File: config.mk
export PLATFORM = sky130hd
export DESIGN_NAME = uart_intr_ident
export DESIGN_NICKNAME = d
export VERILOG_FILES = /design/src/rtl/uart_intr_pkg.sv /design/src/rtl/uart_intr_ctrl.sv /design/src/rtl/uart_intr_dpath.sv /design/src/rtl/uart_intr_ident.sv
export SDC_FILE = /design/constraint.sdc
export NUM_CORES = 1
export LEC_CHECK = 0
export BUFFER_PORTS_ARGS = -buffer_cell sky130_fd_sc_hd__buf_2
export CAP_MARGIN = 20
export CORE_UTILIZATION = 47
export DETAILED_ROUTE_END_ITERATION = 16
export PLACE_DENSITY = 0.84
export SETUP_SLACK_MARGIN = 0.2
export SLEW_MARGIN = 20
export SYNTH_ARGS = -nofsm -noshare
export SYNTH_HDL_FRONTEND = slang
export SYNTH_HIERARCHICAL = 1
export SYNTH_SLANG_ARGS = --single-unit
File: constraint.sdc
create_clock -name clk -period 1.9 [get_ports clk]
set_clock_uncertainty 0.1 [all_clocks]
set_input_delay 0.285 -clock clk [delete_from_list [all_inputs] [get_ports clk]]
set_output_delay 0.285 -clock clk [all_outputs]
set_load 0.01 [all_outputs]
File: src/rtl/uart_intr_pkg.sv
package uart_intr_pkg;
  localparam int ADDR_W   = 3;
  localparam int DATA_W   = 8;
  localparam int ID_W     = 3;
  localparam int ENA_W    = 4;

  localparam logic [ADDR_W-1:0] OFF_ENABLE = 3'd1;
  localparam logic [ADDR_W-1:0] OFF_IDENT  = 3'd2;
  localparam logic [ADDR_W-1:0] OFF_LINE   = 3'd5;
  localparam logic [ADDR_W-1:0] OFF_MODEM  = 3'd6;

  localparam logic [ID_W-1:0] ID_NONE  = 3'b001;
  localparam logic [ID_W-1:0] ID_LINE  = 3'b110;
  localparam logic [ID_W-1:0] ID_RX    = 3'b100;
  localparam logic [ID_W-1:0] ID_THR   = 3'b010;
  localparam logic [ID_W-1:0] ID_MODEM = 3'b000;

  typedef struct packed {
    logic ierWr;
    logic idRd;
    logic lsrRd;
    logic msrRd;
  } regStrobeT;
endpackage

File: src/rtl/uart_intr_ctrl.sv
module uart_intr_ctrl
  import uart_intr_pkg::*;
(
  input  logic [ADDR_W-1:0] regAddr,
  input  logic              regWrEn,
  input  logic              regRdEn,
  input  logic              srcLine,
  input  logic              srcRx,
  input  logic              srcThr,
  input  logic              srcModem,
  output regStrobeT         strb,
  output logic [ID_W-1:0]   intrId
);
  always_comb begin
    strb.ierWr = regWrEn && (regAddr == OFF_ENABLE);
    strb.idRd  = regRdEn && (regAddr == OFF_IDENT);
    strb.lsrRd = regRdEn && (regAddr == OFF_LINE);
    strb.msrRd = regRdEn && (regAddr == OFF_MODEM);
  end

  always_comb begin
    if (srcLine)       intrId = ID_LINE;
    else if (srcRx)    intrId = ID_RX;
    else if (srcThr)   intrId = ID_THR;
    else if (srcModem) intrId = ID_MODEM;
    else               intrId = ID_NONE;
  end
endmodule

File: src/rtl/uart_intr_dpath.sv
module uart_intr_dpath
  import uart_intr_pkg::*;
(
  input  logic              clk,
  input  logic              rstN,
  input  regStrobeT         strb,
  input  logic [ADDR_W-1:0] regAddr,
  input  logic [DATA_W-1:0] regWrData,
  input  logic [ID_W-1:0]   intrId,
  input  logic              rxDataAvail,
  input  logic              rxOverrun,
  input  logic              rxParityErr,
  input  logic              rxFrameErr,
  input  logic              rxBreak,
  input  logic              thrEmpty,
  input  logic              txIdle,
  input  logic [3:0]        modemPinN,
  output logic [DATA_W-1:0] regRdData,
  output logic              srcLine,
  output logic              srcRx,
  output logic              srcThr,
  output logic              srcModem
);
  logic [ENA_W-1:0] ier;
  logic [3:0] lineErr, errSet;
  logic [3:0] modemLvl, modemNow, modemDelta;
  logic thrPend, thrQ, thrSet, thrClr;

  assign errSet   = {rxBreak, rxFrameErr, rxParityErr, rxOverrun};
  assign modemNow = ~modemPinN;

  always_comb begin
    thrSet = (ier[1] && thrEmpty && !thrQ && !(strb.ierWr && !regWrData[1]))
          || (strb.ierWr && regWrData[1] && !ier[1] && thrEmpty);
    thrClr = !thrEmpty
          || (strb.ierWr && !regWrData[1])
          || (strb.idRd && intrId == ID_THR);
  end

  always_ff @(posedge clk or negedge rstN) begin
    if (!rstN) begin
      ier        <= '0;
      lineErr    <= '0;
      modemLvl   <= '0;
      modemDelta <= '0;
      thrPend    <= 1'b0;
      thrQ       <= 1'b1;
    end else begin
      if (strb.ierWr) ier <= regWrData[ENA_W-1:0];
      lineErr    <= (strb.lsrRd ? 4'b0 : lineErr) | errSet;
      modemDelta <= (strb.msrRd ? 4'b0 : modemDelta) | (modemNow ^ modemLvl);
      modemLvl   <= modemNow;
      thrQ       <= thrEmpty;
      if (thrSet)      thrPend <= 1'b1;
      else if (thrClr) thrPend <= 1'b0;
    end
  end

  always_comb begin
    srcLine  = ier[2] && (|lineErr);
    srcRx    = ier[0] && rxDataAvail;
    srcThr   = ier[1] && thrPend;
    srcModem = ier[3] && (|modemDelta);
  end

  always_comb begin
    unique case (regAddr)
      OFF_ENABLE: regRdData = {{(DATA_W-ENA_W){1'b0}}, ier};
      OFF_IDENT:  regRdData = {{(DATA_W-ID_W){1'b0}}, intrId};
      OFF_LINE:   regRdData = {1'b0, txIdle, thrEmpty, lineErr, rxDataAvail};
      OFF_MODEM:  regRdData = {modemLvl, modemDelta};
      default:    regRdData = '0;
    endcase
  end

  AST_LSR_READ_CLEARS: assert property (@(posedge clk) disable iff (!rstN)
    strb.lsrRd && (errSet == 4'b0) |=> lineErr == 4'b0);
  AST_MSR_READ_CLEARS: assert property (@(posedge clk) disable iff (!rstN)
    strb.msrRd && (modemNow == modemLvl) |=> modemDelta == 4'b0);
  AST_THR_RAISE_ON_EDGE: assert property (@(posedge clk) disable iff (!rstN)
    $rose(thrEmpty) && ier[1] && !strb.ierWr |=> thrPend);
  AST_ID_READ_DROPS_THR: assert property (@(posedge clk) disable iff (!rstN)
    strb.idRd && intrId == ID_THR && !thrSet |=> !thrPend);
  AST_THR_LOAD_DROPS: assert property (@(posedge clk) disable iff (!rstN)
    !thrEmpty && !strb.ierWr |=> !thrPend);
endmodule

File: src/rtl/uart_intr_ident.sv
module uart_intr_ident
  import uart_intr_pkg::*;
(
  input  logic              clk,
  input  logic              rstN,
  input  logic [ADDR_W-1:0] regAddr,
  input  logic              regWrEn,
  input  logic              regRdEn,
  input  logic [DATA_W-1:0] regWrData,
  output logic [DATA_W-1:0] regRdData,
  input  logic              rxDataAvail,
  input  logic              rxOverrun,
  input  logic              rxParityErr,
  input  logic              rxFrameErr,
  input  logic              rxBreak,
  input  logic              thrEmpty,
  input  logic              txIdle,
  input  logic              ctsN,
  input  logic              dsrN,
  input  logic              riN,
  input  logic              dcdN,
  output logic              intrOut,
  output logic [ID_W-1:0]   intrId
);
  regStrobeT strb;
  logic srcLine, srcRx, srcThr, srcModem;

  uart_intr_ctrl u_ctrl (
    .regAddr(regAddr), .regWrEn(regWrEn), .regRdEn(regRdEn),
    .srcLine(srcLine), .srcRx(srcRx), .srcThr(srcThr), .srcModem(srcModem),
    .strb(strb), .intrId(intrId)
  );

  uart_intr_dpath u_dpath (
    .clk(clk), .rstN(rstN), .strb(strb), .regAddr(regAddr),
    .regWrData(regWrData), .intrId(intrId), .rxDataAvail(rxDataAvail),
    .rxOverrun(rxOverrun), .rxParityErr(rxParityErr), .rxFrameErr(rxFrameErr),
    .rxBreak(rxBreak), .thrEmpty(thrEmpty), .txIdle(txIdle),
    .modemPinN({dcdN, riN, dsrN, ctsN}), .regRdData(regRdData),
    .srcLine(srcLine), .srcRx(srcRx), .srcThr(srcThr), .srcModem(srcModem)
  );

  assign intrOut = ~intrId[0];

  AST_INTR_FOLLOWS_ID: assert property (@(posedge clk) disable iff (!rstN)
    intrOut == (intrId != ID_NONE));
endmodule

==> flow_metrics.tcl <==
set metrics [dict create \
    area_growth_pct 45.4 \
    clkSlewWorstSetupHoldPaths_ps 110 \
    yosys-top-cells-count "dfrtp_1, inv_1, a22oi_1" \
    crit_type "reg2out" \
    die-area_um2 2240 \
    ant_nets 0 \
    die_w_um 47.3 \
    synthMostInstantiatedCell "dfrtp_1" \
    max_freq_mhz 442 \
    power_mw 1.06 \
    r2r-start "u_dpath/lineErr[3]" \
    num-nets-final 171 \
    rsz0062_at_grt "true" \
    gp_congestion 0.799 \
    min_from "dsrN" \
    min_to "u_dpath/modemLvl[1]" \
    viasPerCell 5.57 \
    place_area_um2 1240 \
    finalWorstSetupSlack_ps -364 \
    drt-initial-drc-count 32 \
    max_slew_margin 0.629 \
    cts_tree "yes" \
    core_um2 1940 \
    finalInstanceArea_um2 1400 \
    vias 942 \
    wl_per_cell_um 16.7 \
    drive_gt1_frac 0.507 \
    dr.pass1.iters 4 \
    grt_overflow 0 \
    start_util 0.497 \
    drcViolationCount 0 \
    status "finished with violations" \
    dp_cells 159 \
    crit_fanout 3 \
    synth_edf_count 0 \
    wirelength_mm 2.82 \
    worst_pin_slew_ps 555 \
    synth_nets 120 \
    cts_sinks 18 \
    antenna_found_initial 0 \
    n_antenna_cell 0 \
    powerDensity_nw_per_um2 755 \
    whs_path_depth 2 \
    yosysUniqueCellTypes 26 \
    hpwlAfterDp_mm 1.79 \
    regToRegEndpoint "u_dpath/thrPend" \
    port_buffers 33 \
    clockBufferDepth 2 \
    period_needed_ps 2260 \
    grt_max_degree 19 \
    async_flop_share 1.00 \
    ios 38 \
    cts-root-buf "clkbuf_4" \
    numCtsBuffers 3 \
    final_core_util 0.722 \
    failed_checks "negative setup slack" \
    die_h_um 47.3 \
    rrSetupSlack_ps -10 \
    peakVddDrop_mv 0.566 \
    yosys_warnings 6 \
    seq_area_frac_synth 0.468 \
    syn_inst 92 \
    hold_viol_final 0 \
    grt_pass1_wl_mm 4.18 \
    clk-insertion-delay-late_ps 300 \
    final_max_slew_viol_count 0 \
    reg2reg_depth 7 \
    netlist_top_cells_area "dfrtp_1, a22oi_1, inv_1, a21o_1, xor2_1" \
    grt_pass1_vias 877 \
    fillers 146 \
    syn_area_um2 965 \
    synth_seq_cells 18 \
    synth_top_cell_area_share 0.441 \
    power.leakage_nw 0.663 \
    crit_required_ps 1510 \
    stdcell_count 169 \
    end_kind "output port" \
    arrival_ps 1880 \
    period_share 1.19 \
    setup_viol 8 \
    track_usage 0.280 \
    worstSetupStartpointType "register" \
    h-tree-depth 1 \
    min_path_type "in2reg" \
    drv_cap 0 \
    synth_flop_cell "dfrtp_1" \
    synth_largest_area_cell "dfrtp_1" \
    row_count 16 \
    avgSynthCellArea_um2 10.5 \
]
## placed cells by master (no fill, tap or decap), drive strengths merged
master | Yosys | final
a211oi | 1 | 1
a21o | 5 | 5
a21oi | 2 | 2
a22oi | 10 | 10
and2 | 2 | 2
and4bb | 2 | 2
buf | 2 | 46
clkbuf | 0 | 4
dfrtp | 17 | 17
dfstp | 1 | 1
dlygate4sd3 | 0 | 2
ha | 2 | 2
inv | 14 | 14
mux2 | 4 | 4
nand2 | 4 | 4
nand2b | 1 | 1
nor2 | 4 | 4
nor3 | 1 | 1
nor3b | 2 | 2
o21ai | 6 | 6
o22ai | 3 | 3
o31ai | 1 | 1
o41a | 2 | 2
or2 | 2 | 2
xor2 | 4 | 4
## power breakdown
part	switching [mW]	internal (mW)
logic	0.166	0.196
registers	0.0380	0.418
clock network	0.124	0.117
## how the worst max path moves through the flow
| stage | startpoint | to | slack (ps) | depth (start not counted) |
|---|---|---|---|---|
| floorplan | u_dpath/lineErr[3] | regRdData[0] | -20 | 5 |
| global placement | u_dpath/lineErr[3] | regRdData[0] | -30 | 6 |
| detailed placement | u_dpath/lineErr[3] | regRdData[0] | -50 | 6 |
| CTS | u_dpath/lineErr[3] | regRdData[0] | -380 | 6 |
| global route | u_dpath/lineErr[3] | regRdData[0] | -440 | 6 |
| finish | u_dpath/lineErr[3] | regRdData[0] | -360 | 6 |
## layer usage
layer,global-route usage,routed length (µm)
met1,0.346,1140
met2,0.488,1480
met3,0.0423,128
met4,0.114,63
met5,0,0
## registers in the layout, summed over array words and instances, names as in the netlist
signal              cells
u_dpath/thrPend         1
u_dpath/modemLvl        4
u_dpath/lineErr         4
u_dpath/ier             4
u_dpath/thrQ            1
u_dpath/modemDelta      4
## area by class of cell
| type | count | area, µm² | share of cell area |
|---|---|---|---|
| Inverter | 14 | 52.6 | 0.0375 |
| Tap cell | 27 | 33.8 | 0.0241 |
| Clock buffer | 4 | 36.3 | 0.0259 |
| Multi-Input combinational cell | 58 | 522 | 0.372 |
| Timing Repair Buffer | 48 | 307 | 0.219 |
| Sequential cell | 18 | 452 | 0.322 |
## timing repair
action	CTS	global route
pin swaps	3	0
hold endpoints to repair	18	0
endpoints found under the setup margin	10	11
buffers inserted	3	1
hold buffers	2	0
gates resized for setup	7	8
## per-stage QoR
stage | setup WS, ps | hold WS [ps] | setup TNS (ps)
2_1_floorplan | -23.8 | -111 | -23.8
3_3_place_gp | -26.4 | 123 | -26.4
3_5_place_dp | -50.2 | 131 | -50.2
4_1_cts | -375 | 46.7 | -2020
5_1_grt | -442 | 44.5 | -2710
6_report | -364 | 39.2 | -2240
## worst max-delay path, cell delays in order, from the launching register on
cell	delay, ps
dfrtp_1	390
o41a_1	440
or2_4	270
nor3_4	140
a22oi_2	110
o22ai_2	80
buf_2	140
## cell families after synthesis
kind of cell	synth area share
compound gates	0.226
xor+xnor	0.0363
mux	0.0467
simple gates	0.123
buf+inv	0.0739
fa+ha+maj	0.0259
flops	0.468
Note: power is estimated with default switching activity, not from simulation.
